<file path="config.mk">
export PLATFORM = sky130hd
export DESIGN_NAME = wdc_top
export DESIGN_NICKNAME = d
export VERILOG_FILES = /design/src/rtl/wdc_pkg.sv /design/src/rtl/wdc_limit_bank.sv /design/src/rtl/wdc_seq.sv /design/src/rtl/wdc_flags.sv /design/src/rtl/wdc_top.sv
export SDC_FILE = /design/constraint.sdc
export NUM_CORES = 1
export LEC_CHECK = 0
export BUFFER_PORTS_ARGS = -buffer_cell sky130_fd_sc_hd__clkbuf_2
export CORE_MARGIN = 10
export CORE_UTILIZATION = 50
export CTS_CLUSTER_SIZE = 12
export DETAILED_ROUTE_END_ITERATION = 16
export HOLD_SLACK_MARGIN = 0.15
export PLACE_DENSITY = 0.81
export SLEW_MARGIN = 5
export SYNTH_ARGS = -nofsm -noshare
export SYNTH_HDL_FRONTEND = slang
export SYNTH_SLANG_ARGS = --single-unit
</file>
<file path="constraint.sdc">
create_clock -name clk -period 3.3 [get_ports clk]
set_clock_uncertainty 0.1 [all_clocks]
set_input_delay 0.66 -clock clk [delete_from_list [all_inputs] [get_ports clk]]
set_output_delay 0.66 -clock clk [all_outputs]
set_load 0.01 [all_outputs]
</file>
<file path="src/rtl/wdc_pkg.sv">
package wdc_pkg;

    parameter int MAG_W   = 8;
    parameter int REG_W   = 16;
    parameter int NUM_LIM = 2;
    parameter int SEL_W   = 2;

    localparam int LIM_W = MAG_W + 2;
    localparam int PAD_W = REG_W - LIM_W;
    localparam int SMP_W = MAG_W + 1;

    typedef enum logic [SEL_W-1:0] {
        SEC_CTRL = 2'b00,
        SEC_LIM1 = 2'b01,
        SEC_LIM2 = 2'b10,
        SEC_RSVD = 2'b11
    } sect_e;

    typedef enum logic [1:0] {
        ST_IDLE = 2'd0,
        ST_CMP1 = 2'd1,
        ST_CMP2 = 2'd2
    } step_e;

    typedef struct packed {
        logic             dir;
        logic             neg;
        logic [MAG_W-1:0] mag;
    } limit_t;

    typedef struct packed {
        logic             neg;
        logic [MAG_W-1:0] mag;
    } sample_t;

    // sign-magnitude to two's complement; -0 and +0 both map to 0
    function automatic logic signed [MAG_W:0] sm_to_int(input logic neg,
                                                        input logic [MAG_W-1:0] mag);
        logic signed [MAG_W:0] ext;
        ext = $signed({1'b0, mag});
        return neg ? -ext : ext;
    endfunction

    function automatic logic limit_trips(input sample_t s, input limit_t l);
        logic signed [MAG_W:0] sv;
        logic signed [MAG_W:0] lv;
        sv = sm_to_int(s.neg, s.mag);
        lv = sm_to_int(l.neg, l.mag);
        return l.dir ? (sv > lv) : (sv < lv);
    endfunction

endpackage

</file>
<file path="src/rtl/wdc_limit_bank.sv">
module wdc_limit_bank
    import wdc_pkg::*;
(
    input  logic             clk,
    input  logic             rst,
    input  logic             wr_en,
    input  logic [SEL_W-1:0] wr_sect,
    input  logic [REG_W-1:0] wr_data,
    input  logic [SEL_W-1:0] rd_sect,
    output logic [REG_W-1:0] rd_data,
    output limit_t           lim_q [NUM_LIM]
);

    logic [PAD_W-1:0] pad_bits;
    assign pad_bits = wr_data[REG_W-1:LIM_W];

    for (genvar g = 0; g < NUM_LIM; g++) begin : g_lim
        localparam logic [SEL_W-1:0] MY_SEL = SEL_W'(g + 1);

        always_ff @(posedge clk) begin
            if (rst) begin
                lim_q[g] <= '0;
            end else if (wr_en && wr_sect == MY_SEL) begin
                lim_q[g] <= limit_t'(wr_data[LIM_W-1:0]);
            end
        end

        AST_WRITE_LANDS: assert property (@(posedge clk) disable iff (rst)
            wr_en && wr_sect == MY_SEL |=> lim_q[g] == limit_t'($past(wr_data[LIM_W-1:0])));

        AST_OTHER_SECT_IGNORED: assert property (@(posedge clk) disable iff (rst)
            wr_en && wr_sect != MY_SEL |=> $stable(lim_q[g]));

        AST_PAD_NOT_STORED: assert property (@(posedge clk) disable iff (rst)
            wr_en && wr_sect == MY_SEL && pad_bits != '0 |=> rd_sect != MY_SEL || rd_data[REG_W-1:LIM_W] == '0);
    end

    always_comb begin
        rd_data = '0;
        for (int i = 0; i < NUM_LIM; i++) begin
            if (rd_sect == SEL_W'(i + 1)) begin
                rd_data = {{PAD_W{1'b0}}, lim_q[i]};
            end
        end
    end

endmodule

</file>
<file path="src/rtl/wdc_seq.sv">
module wdc_seq
    import wdc_pkg::*;
(
    input  logic    clk,
    input  logic    rst,
    input  logic    smp_valid,
    input  sample_t smp_in,
    output step_e   step_q,
    output sample_t smp_q,
    output logic    busy
);

    assign busy = (step_q != ST_IDLE);

    always_ff @(posedge clk) begin
        if (rst) begin
            step_q <= ST_IDLE;
            smp_q  <= '0;
        end else begin
            unique case (step_q)
                ST_IDLE: begin
                    if (smp_valid) begin
                        smp_q  <= smp_in;
                        step_q <= ST_CMP1;
                    end
                end
                ST_CMP1: step_q <= ST_CMP2;
                default: step_q <= ST_IDLE;
            endcase
        end
    end

    AST_BUSY_ENTER: assert property (@(posedge clk) disable iff (rst)
        $rose(busy) |=> busy);

    AST_BUSY_LEAVE: assert property (@(posedge clk) disable iff (rst)
        busy && $past(busy) |=> !busy);

    AST_ACCEPT_IDLE: assert property (@(posedge clk) disable iff (rst)
        !busy && smp_valid |=> busy);

    AST_HOLD_SAMPLE: assert property (@(posedge clk) disable iff (rst)
        busy |=> $stable(smp_q));

endmodule

</file>
<file path="src/rtl/wdc_flags.sv">
module wdc_flags
    import wdc_pkg::*;
(
    input  logic               clk,
    input  logic               rst,
    input  step_e              step_q,
    input  sample_t            smp_q,
    input  limit_t             lim_q [NUM_LIM],
    input  logic [NUM_LIM-1:0] trip_clr,
    output logic [NUM_LIM-1:0] trip
);

    for (genvar g = 0; g < NUM_LIM; g++) begin : g_flag
        localparam step_e MY_STEP = step_e'(2'(g + 1));
        logic hit;

        assign hit = (step_q == MY_STEP) && limit_trips(smp_q, lim_q[g]);

        always_ff @(posedge clk) begin
            if (rst) begin
                trip[g] <= 1'b0;
            end else if (hit) begin
                trip[g] <= 1'b1;
            end else if (trip_clr[g]) begin
                trip[g] <= 1'b0;
            end
        end

        AST_FLAG_STICKY: assert property (@(posedge clk) disable iff (rst)
            trip[g] && !trip_clr[g] |=> trip[g]);

        AST_FLAG_ORDER: assert property (@(posedge clk) disable iff (rst)
            $rose(trip[g]) |-> $past(step_q) == MY_STEP);

        AST_SET_BEATS_CLEAR: assert property (@(posedge clk) disable iff (rst)
            hit && trip_clr[g] |=> trip[g]);
    end

endmodule

</file>
<file path="src/rtl/wdc_top.sv">
module wdc_top
    import wdc_pkg::*;
(
    input  logic               clk,
    input  logic               rst,
    input  logic               wr_en,
    input  logic [SEL_W-1:0]   wr_sect,
    input  logic [REG_W-1:0]   wr_data,
    input  logic [SEL_W-1:0]   rd_sect,
    output logic [REG_W-1:0]   rd_data,
    input  logic               smp_valid,
    input  logic               smp_neg,
    input  logic [MAG_W-1:0]   smp_mag,
    input  logic [NUM_LIM-1:0] trip_clr,
    output logic               busy,
    output logic [NUM_LIM-1:0] trip
);

    limit_t  lim_q [NUM_LIM];
    sample_t smp_in;
    sample_t smp_q;
    step_e   step_q;

    assign smp_in = '{neg: smp_neg, mag: smp_mag};

    wdc_limit_bank u_bank (
        .clk     (clk),
        .rst     (rst),
        .wr_en   (wr_en),
        .wr_sect (wr_sect),
        .wr_data (wr_data),
        .rd_sect (rd_sect),
        .rd_data (rd_data),
        .lim_q   (lim_q)
    );

    wdc_seq u_seq (
        .clk       (clk),
        .rst       (rst),
        .smp_valid (smp_valid),
        .smp_in    (smp_in),
        .step_q    (step_q),
        .smp_q     (smp_q),
        .busy      (busy)
    );

    wdc_flags u_flags (
        .clk      (clk),
        .rst      (rst),
        .step_q   (step_q),
        .smp_q    (smp_q),
        .lim_q    (lim_q),
        .trip_clr (trip_clr),
        .trip     (trip)
    );

    AST_RESET_IDLE: assert property (@(posedge clk)
        rst |=> !busy && trip == '0);

endmodule

</file>
==> results of run 1 <==
stage by stage:
stage / worst slack, ns / hold slack (ns) / std cells / total power [W] / cell area (µm²)
floorplan: 0.8364 / 0.3375 / 295 / 0.0006657 / 2494
global placement: 0.5083 / 0.3552 / 382 / 0.0007135 / 2644
detailed placement: 0.4963 / 0.3618 / 382 / 0.0007226 / 2644
CTS: 0.4725 / 0.3712 / 389 / 0.001026 / 2730
global route: 0.2623 / 0.4186 / 389 / 0.001078 / 2730
finish: 0.4810 / 0.3693 / 389 / 0.001018 / 2730
worst reg2reg max path, delay by kind of cell, from the launching register on:
family	cells	cell delay, ns
AOI/OAI and AO/OA	3	0.59
buffers and inverters	1	0.14
adders and majority gates	1	0.25
DFF	1	0.34
and+or+nand+nor	4	1.29
area by class of cell:
class,count,area [µm²]
Tap cell,67,83.83
Timing Repair Buffer,41,205.2
Multi-Input combinational cell,229,1649
Fill cell,446,2024
Inverter,12,45.04
Sequential cell,33,660.6
Clock buffer,7,86.33
power groups by stage:
stage                     combinational (W)  sequential [W]  clock, W
after CTS                          0.000270        0.000445  0.000311
after floorplan                    0.000223        0.000443         0
after global routing               0.000300        0.000449  0.000330
final                              0.000271        0.000445  0.000303
after global placement             0.000260        0.000453         0
after detailed placement           0.000269        0.000454         0
metal layers:
layer  GRT usage  wire (µm)  part of all wire
met2      0.2203       2708              0.50
met3     0.03076        224             0.041
met5           0          0                 0
met1      0.1472       2418              0.44
met4     0.05703        103             0.019
kinds of logic after synthesis:
family	after synthesis
AND/OR/NAND/NOR	111
AO/OA/AOI/OAI	56
flip-flops	33
buffers and inverters	33
multiplexers	23
XOR/XNOR	19
adder cells (fa/ha/maj)	14
other	1
worst paths after layout:
| check | startpoint | to | slack [ns] | cells after the start |
|---|---|---|---|---|
| max | u_seq.smp_q[0]$_SDFFE_PP0P_ | u_flags.trip[0]$_SDFFE_PP0P_ | 0.48 | 9 |
| min | u_seq.step_q[1]$_SDFFE_PP0P_ | u_seq.step_q[1]$_SDFFE_PP0P_ | 0.37 | 1 |
| max reg2reg | u_seq.smp_q[0]$_SDFFE_PP0P_ | u_flags.trip[0]$_SDFFE_PP0P_ | 0.48 | 9 |
| min reg2reg | u_seq.step_q[1]$_SDFFE_PP0P_ | u_seq.step_q[1]$_SDFFE_PP0P_ | 0.37 | 1 |
cell usage in the layout (no fill, tap or decap), drive strengths merged, types with 5 or more instances in the layout:
| master | count |
|---|---|
| clkbuf | 48 |
| a22o | 10 |
| nor2 | 30 |
| ha | 13 |
| nor2b | 11 |
| nor3b | 5 |
| nand2 | 31 |
| dfxtp | 33 |
| o31ai | 7 |
| inv | 12 |
| conb | 6 |
| xor2 | 7 |
| nand2b | 5 |
| xnor2 | 12 |
| a21oi | 14 |
| mux2i | 23 |
sequential cells by signal, summed over array words and instances, names as in the netlist:
signal / flops
u_bank.lim_q: 20
u_seq.smp_q: 9
u_flags.trip: 2
u_seq.step_q: 2
==> results.cfg, run 1 <==
[clock_tree]
hold_buffers = 0
sink_count = 33
cts_tree = done
cts_resizes = 0
clock_insertion_delay_worst_skew_ns = 0.28
root_buffer = clkbuf_8
cts.clk_slew.worst_paths_ns = 0.06
max_h_tree_level = 2
cts.repair_timing.setup_buffer_count = 0
cts_made_buffers = 5
clockBufferDepth = 2

[synthesis]
yosysWarningCount = 0
synth_area_leaders = dfxtp_1 27%, mux2i_1 9.3%, ha_1 6.6%
postSynthAreaPerCell_um2 = 8.534
ys_async_sr_fraction = 0
syn-cell-area_um2 = 2475
synthFlopType = dfxtp_1
post_synth_and_or_nand_nor_area_fraction = 0.2366
synth.top_cell.area_share = 0.2669
synthMuxAreaShare = 0.09302
synth_common_cells = 33 x dfxtp_1, 31 x nand2_1, 30 x nor2_1
synth-seq-area-share = 0.2669
syn-instance-count = 290
synthMostInstantiatedCell = dfxtp_1
synth_seq_cells = 33
synth-edff-count = 0
post_synth_xor_area_fraction = 0.07027
synth_largest_area_cell = dfxtp_1
synth_top_family_by_area = simple AND/OR/NAND/NOR gates
synth.lib_cells_used.distinct = 62
synth-compound-area-share = 0.1871
synth_fa_ha_area_frac = 0.07027

[grt]
grt_pass1_vias = 1940
grt_start_max_net_pins = 35
antenna_found_initial = 0
global_route.overflow_total = 0
grt.total_usage = 0.1284
grt_pass1_wl_um = 8942

[worst_setup_path]
gate_family_responsible_for_the_most_delay_along_the_worst_path = simple AND/OR/NAND/NOR gates
critical_path_peak_fanout = 5
cp.arrival_ns = 2.89
worst_path_max_delay_cell = or4b_1
capturing_element_type_of_the_critical_path = register
critical_path_required_ns = 3.38
critical-path-max-stage-delay_ns = 0.45
crit_type = reg -> reg
crit_buf_inv = 1
crit_path_cell_trace = inv_1, ha_1, or3b_1, a211oi_2, nand2b_1, or4b_1, nor4_1, o21bai_2, o21bai_1
startpoint_type_of_the_worst_setup_path = register

[floorplan]
io-pin-count = 54
die_w_um = 90.36
die-area_um2 = 8164
die_height_um = 90.36
initial_utilization = 0.5205
floorplan.rows = 25
core_region_area_um2 = 4755

[timing]
final.period_utilization = 0.8542
final-hold-violation-count = 0
post-route-min-period_ns = 2.819
timing_worst_slew_pin_value_ns = 0.7779
tns_ns = 0
rsz0062_at_grt = false
finalSetupViolCount = 0
finalMaxSlewViolations = 0
relative_slew_slack = 0.4804
fmaxAchievable_ghz = 0.3547

[power_and_ir_drop]
leakagePower_nw = 1.268
share_comb_of_total_power = 0.266
pd_cells_nw_per_um2 = 373.0
clock_power_share = 0.297
internal_power_w = 0.0007107
power_frac_seq = 0.437
p_switching_w = 0.0003076
ir_drop_mv = 0.2825
swShare = 0.3021

[job]
cap_viol_max_count = 0

[drt]
postRouteAntennaNets = 0
drt_iter0_drc = 120
first_pass_iters = 4
drc_errors = 0
detail_route.wirelength_um = 5454
route.vias.total = 2120
per_cell_routed_wire_length_um = 14.02
viasPerCell = 5.450

[layout]
area_delta_synth_final_pct = 10.31
finish.utilization = 0.5742
antenna-diode-count = 0
drive_gt1_frac = 0.1894
fin_nets = 370

[hold_path]
hold_path_class = reg -> reg

[placement]
finalWeightedCongestion = 0.8155
detailedPlacementHpwl_um = 4404
port_buffers = 41

[status]
status = finished clean
(Power assumes the default switching activity.)
==> run 2: changes to the inputs <==
==> constraint.sdc (replaced) <==
create_clock -name clk -period 3.2 [get_ports clk]
set_clock_uncertainty 0.1 [all_clocks]
set_input_delay 0.64 -clock clk [delete_from_list [all_inputs] [get_ports clk]]
set_output_delay 0.64 -clock clk [all_outputs]
set_load 0.01 [all_outputs]
==> run 2 against run 1 <==
Combinational power grew 3%. Power grew 3.7%. Largest cell class unchanged. Highest routed layer unchanged. Non-clock buffer count is the same. Critical endpoint unchanged. Final area is the same. Utilization is the same. Sequential cell count is the same.
==> results.cfg, run 2 (same netlist as run 1, synthesis figures left out) <==
[placement]
dp.cells = 382
placement.cell_area_um2 = 2644
finalWeightedCongestion = 0.8266
detailedPlacementHpwl_um = 4438
post-place-ws_ns = 0.3639
port_buffers = 41

[power_and_ir_drop]
leakagePower_nw = 1.268
totalPowerFinal_w = 0.001056
pd_cells_nw_per_um2 = 386.7
ir_drop_mv = 0.2745

[grt]
grt_pass1_wl_um = 9390
antenna_found_initial = 0
use_met2 = 0.2306
grt.total_usage = 0.1332
grt_start_max_net_pins = 35
gr-usage-met3 = 0.02743
grt_util_met1 = 0.1555
busiest_layer = met2
global_route.overflow_total = 0
grt_pass1_vias = 2065

[layout]
area_delta_synth_final_pct = 10.31
final_common_cell = clkbuf_2
antenna-diode-count = 0
stdcell_area_um2 = 2730
number_of_flip_flops_under_the_largest_register_name = 20
largest_register = u_bank.lim_q
leading_cell_types_in_the_layout_fill_and_taps_excluded = 41 x clkbuf_2, 33 x dfxtp_1, 31 x nand2_1
fin_cells = 389
drive_gt1_frac = 0.1894
fin_nets = 370
biggestRegsByFlops = u_bank.lim_q (20), u_seq.smp_q (9)

[clock_tree]
cts.clk_slew.worst_paths_ns = 0.07
cts_resizes = 0
hold_buffers = 0
cts.repair_timing.setup_buffer_count = 0
sink_count = 33
root_buffer = clkbuf_8
clockBufferDepth = 2
cts_tree = done
clock_insertion_delay_worst_skew_ns = 0.28
max_h_tree_level = 2
cts_made_buffers = 5

[timing]
final.period_utilization = 0.8937
post-route-min-period_ns = 2.860
relative_slew_slack = 0.4755
tns_ns = 0
finalSetupViolCount = 0
finalMaxSlewViolations = 0
final-hold-violation-count = 0
fmaxAchievable_ghz = 0.3497
rsz0062_at_grt = false
timing_worst_slew_pin_value_ns = 0.7851
final_critical_path_setup_slack_ns = 0.3402

[floorplan]
floorplan.rows = 25
initial_utilization = 0.5205
io-pin-count = 54
die_height_um = 90.36
die-area_um2 = 8164
core_region_area_um2 = 4755
die_w_um = 90.36

[drt]
viasPerCell = 5.458
first_pass_iters = 4
postRouteAntennaNets = 0
drc_errors = 0
detail_route.wirelength_um = 5539
drt_iter0_drc = 102
per_cell_routed_wire_length_um = 14.24
route.vias.total = 2123

[worst_setup_path]
cp.arrival_ns = 2.93
crit-reg2reg-launch = u_seq.smp_q[0]$_SDFFE_PP0P_
capturing_element_type_of_the_critical_path = register
critical_path_required_ns = 3.27
startpoint_type_of_the_worst_setup_path = register
crit_type = reg -> reg
critical_path_peak_fanout = 5
critical_path.startpoint = u_seq.smp_q[0]$_SDFFE_PP0P_

[hold_path]
hold_path_class = reg -> reg
holdCritStartpoint = u_seq.step_q[1]$_SDFFE_PP0P_

[status]
status = finished clean

[job]
cap_viol_max_count = 0
## run 2: cell counts in the layout (fill, tap and decap cells not counted)
Identical to the previous run, type by type.
## run 2: worst paths after layout
path / slack (ns) / cells past startpoint / to
worst max-delay path: 0.34 / 12 / u_flags.trip[0]$_SDFFE_PP0P_
worst min-delay path: 0.37 / 1 / u_seq.step_q[1]$_SDFFE_PP0P_
worst max register to register: 0.34 / 12 / u_flags.trip[0]$_SDFFE_PP0P_
worst min register to register: 0.37 / 1 / u_seq.step_q[1]$_SDFFE_PP0P_
## run 2: metrics by stage
stage	hold slack [ns]	util
5_1_grt	0.4092	0.5742
2_1_floorplan	0.3375	-
3_5_place_dp	0.3699	0.5561
6_report	0.3734	0.5742
4_1_cts	0.3791	0.5742
3_3_place_gp	0.3556	0.5561
## run 2: metal layers
layer,vias up,share of wire
met3,9,0.031
li1,1081,-
met4,0,0.018
met5,-,0
met2,35,0.50
met1,998,0.45
## run 2: cell type report
type / count / area, µm²
Timing Repair Buffer: 41 / 205.2
Inverter: 12 / 45.04
Fill cell: 451 / 2024
Tap cell: 67 / 83.83
Multi-Input combinational cell: 229 / 1649
Sequential cell: 33 / 660.6
Clock buffer: 7 / 86.33
## run 2: report_power, final
group | switching (W) | internal [W] | total [W]
registers | 0.0000298 | 0.000429 | 0.000459
clock network | 0.000146 | 0.000171 | 0.000317
logic | 0.000147 | 0.000133 | 0.000280
total | 0.000323 | 0.000733 | 0.00106
## run 2: critical path, stage by stage (launching register included)
cell	delay [ns]
dfxtp_1	0.39
inv_1	0.12
ha_1	0.30
nand2_1	0.06
o21ai_0	0.13
ha_1	0.35
nor2b_1	0.15
o21a_1	0.12
o22ai_1	0.07
a311o_1	0.33
nor3_1	0.33
o31ai_1	0.14
o21bai_1	0.16
==> run 3: changes to the inputs <==
--- a/config.mk
+++ b/config.mk
@@ -8,10 +8,12 @@
 export BUFFER_PORTS_ARGS = -buffer_cell sky130_fd_sc_hd__clkbuf_2
 export CORE_MARGIN = 10
 export CORE_UTILIZATION = 50
+export CTS_BUF_LIST = sky130_fd_sc_hd__clkbuf_8 sky130_fd_sc_hd__clkbuf_16
 export CTS_CLUSTER_SIZE = 12
 export DETAILED_ROUTE_END_ITERATION = 16
 export HOLD_SLACK_MARGIN = 0.15
 export PLACE_DENSITY = 0.81
+export REMOVE_ABC_BUFFERS = 1
 export SLEW_MARGIN = 5
 export SYNTH_ARGS = -nofsm -noshare
 export SYNTH_HDL_FRONTEND = slang
==> run 3 against run 2 <==
Sequential cell count stayed put. Sequential share of layout area hardly changed. Worst setup slack better by 0.030 ns. Power is 2.0% lower. Global-route usage is 0.86 points higher. Sequential power hardly changed. Via count is 0.66% higher.
==> results.cfg, run 3 (same netlist as run 1, synthesis figures left out) <==
[floorplan]
die_height_um = 90.36
die_w_um = 90.36
io-pin-count = 54
initial_utilization = 0.5205
die-area_um2 = 8164
floorplan.rows = 25
core_region_area_um2 = 4755

[timing]
final-hold-violation-count = 0
fmaxAchievable_ghz = 0.3533
rsz0062_at_grt = false
finalSetupViolCount = 0
tns_ns = 0
relative_slew_slack = 0.5085
hold_slack_ns = 0.3765
final.period_utilization = 0.8844
timing_worst_slew_pin_value_ns = 0.7357
final_critical_path_setup_slack_ns = 0.3699
finalMaxSlewViolations = 0
post-route-min-period_ns = 2.830

[worst_setup_path]
critical-path-max-stage-delay_ns = 0.39
critical_path_required_ns = 3.27
timing.reg2reg.worst_path_depth = 12
capturing_element_type_of_the_critical_path = register
crit_path_cell_trace = inv_1, ha_1, nand2_1, o21ai_0, ha_1, nor2b_1, o21a_1, o22ai_1, a311o_1, nor3_1, o31ai_1, o21bai_1
worst_path_max_delay_cell = dfxtp_1
startpoint_type_of_the_worst_setup_path = register
cp.arrival_ns = 2.90
crit_type = reg -> reg
crit_top_cell = ha_1
critical_path_peak_fanout = 5

[hold_path]
hold_path_class = reg -> reg
timing.hold.worst_path_depth = 1

[clock_tree]
cts_tree = done
clock_insertion_delay_worst_skew_ns = 0.29
cts_resizes = 0
max_h_tree_level = 2
cts.repair_timing.setup_buffer_count = 0
clockBufferDepth = 2
sink_count = 33
cts.clk_slew.worst_paths_ns = 0.06
root_buffer = clkbuf_8
hold_buffers = 0
cts_made_buffers = 5

[layout]
biggestRegsByFlops = u_bank.lim_q (20), u_seq.smp_q (9)
antenna-diode-count = 0
number_of_flip_flops_under_the_largest_register_name = 20
drive_gt1_frac = 0.1883
area_delta_synth_final_pct = 10.36
leading_cell_types_in_the_layout_fill_and_taps_excluded = 41 x clkbuf_2, 33 x dfxtp_1, 31 x nand2_1
final_common_cell = clkbuf_2
fillCellCount = 467
largest_register = u_bank.lim_q
fin_nets = 371

[drt]
detail_route.wirelength_um = 5728
per_cell_routed_wire_length_um = 14.65
drt_iter0_drc = 155
route.vias.total = 2137
postRouteAntennaNets = 0
first_pass_iters = 5
viasPerCell = 5.465
drc_errors = 0

[grt]
grt_start_max_net_pins = 35
grt.total_usage = 0.1418
grt_pass1_wl_um = 9804
grt_pass1_vias = 2161
antenna_found_initial = 0
global_route.overflow_total = 0

[power_and_ir_drop]
leakagePower_nw = 1.281
pd_cells_nw_per_um2 = 378.8
ir_drop_mv = 0.2539

[status]
status = finished clean

[placement]
detailedPlacementHpwl_um = 4501
port_buffers = 41
finalWeightedCongestion = 0.8166
post-place-ws_ns = 0.4080

[job]
cap_viol_max_count = 0
-- run 3: layout make-up --
cell class | count | area, µm² | share of cell area
multi-input combinational | 229 | 1649 | 0.6038
sequential | 33 | 660.6 | 0.2419
timing repair buffer | 42 | 212.7 | 0.07787
tap | 67 | 83.83 | 0.03069
clock buffer | 5 | 68.82 | 0.02519
inverter | 12 | 45.04 | 0.01649
clock inverter | 3 | 11.26 | 0.004123
-- run 3: through the flow --
step,util,cell area (µm²),power [W],std cells
after floorplan,-,2355,0.0006685,274
after global placement,0.5576,2651,0.0007346,383
after detailed placement,0.5576,2651,0.0007479,383
after CTS,0.5745,2731,0.001042,391
after global routing,0.5745,2731,0.001097,391
final,0.5745,2731,0.001035,391
-- run 3: routing by layer --
layer / vias to the layer above / GRT usage / wire, µm
met1: 1005 / 0.1567 / 2488
met2: 43 / 0.2561 / 2939
met3: 10 / 0.02826 / 171
met5: - / 0 / 0
met4: 0 / 0.06101 / 128
li1: 1079 / - / -
-- run 3: report_power, final --
group / total, W / leakage, nW / internal (W) / switching [W]
sequential: 0.000460 / 0.269 / 0.000429 / 0.0000305
clock: 0.000293 / 0.0519 / 0.000145 / 0.000148
combinational: 0.000282 / 0.960 / 0.000134 / 0.000148
total: 0.00103 / 1.28 / 0.000708 / 0.000327
-- run 3: path summary, 6_finish.rpt --
path	from	end	slack [ns]
max	u_seq.smp_q[0]$_SDFFE_PP0P_	u_flags.trip[0]$_SDFFE_PP0P_	0.37
max reg2reg	u_seq.smp_q[0]$_SDFFE_PP0P_	u_flags.trip[0]$_SDFFE_PP0P_	0.37
min	u_seq.step_q[1]$_SDFFE_PP0P_	u_seq.step_q[1]$_SDFFE_PP0P_	0.38
min reg2reg	u_seq.step_q[1]$_SDFFE_PP0P_	u_seq.step_q[1]$_SDFFE_PP0P_	0.38
-- run 3: critical path, delay by kind of cell (launching register included) --
kind                     cells  cell delay [ns]
flip-flops                   1             0.39
adder cells (fa/ha/maj)      2             0.63
AND/OR/NAND/NOR              3             0.50
AO/OA/AOI/OAI                6             0.98
buffers and inverters        1             0.12
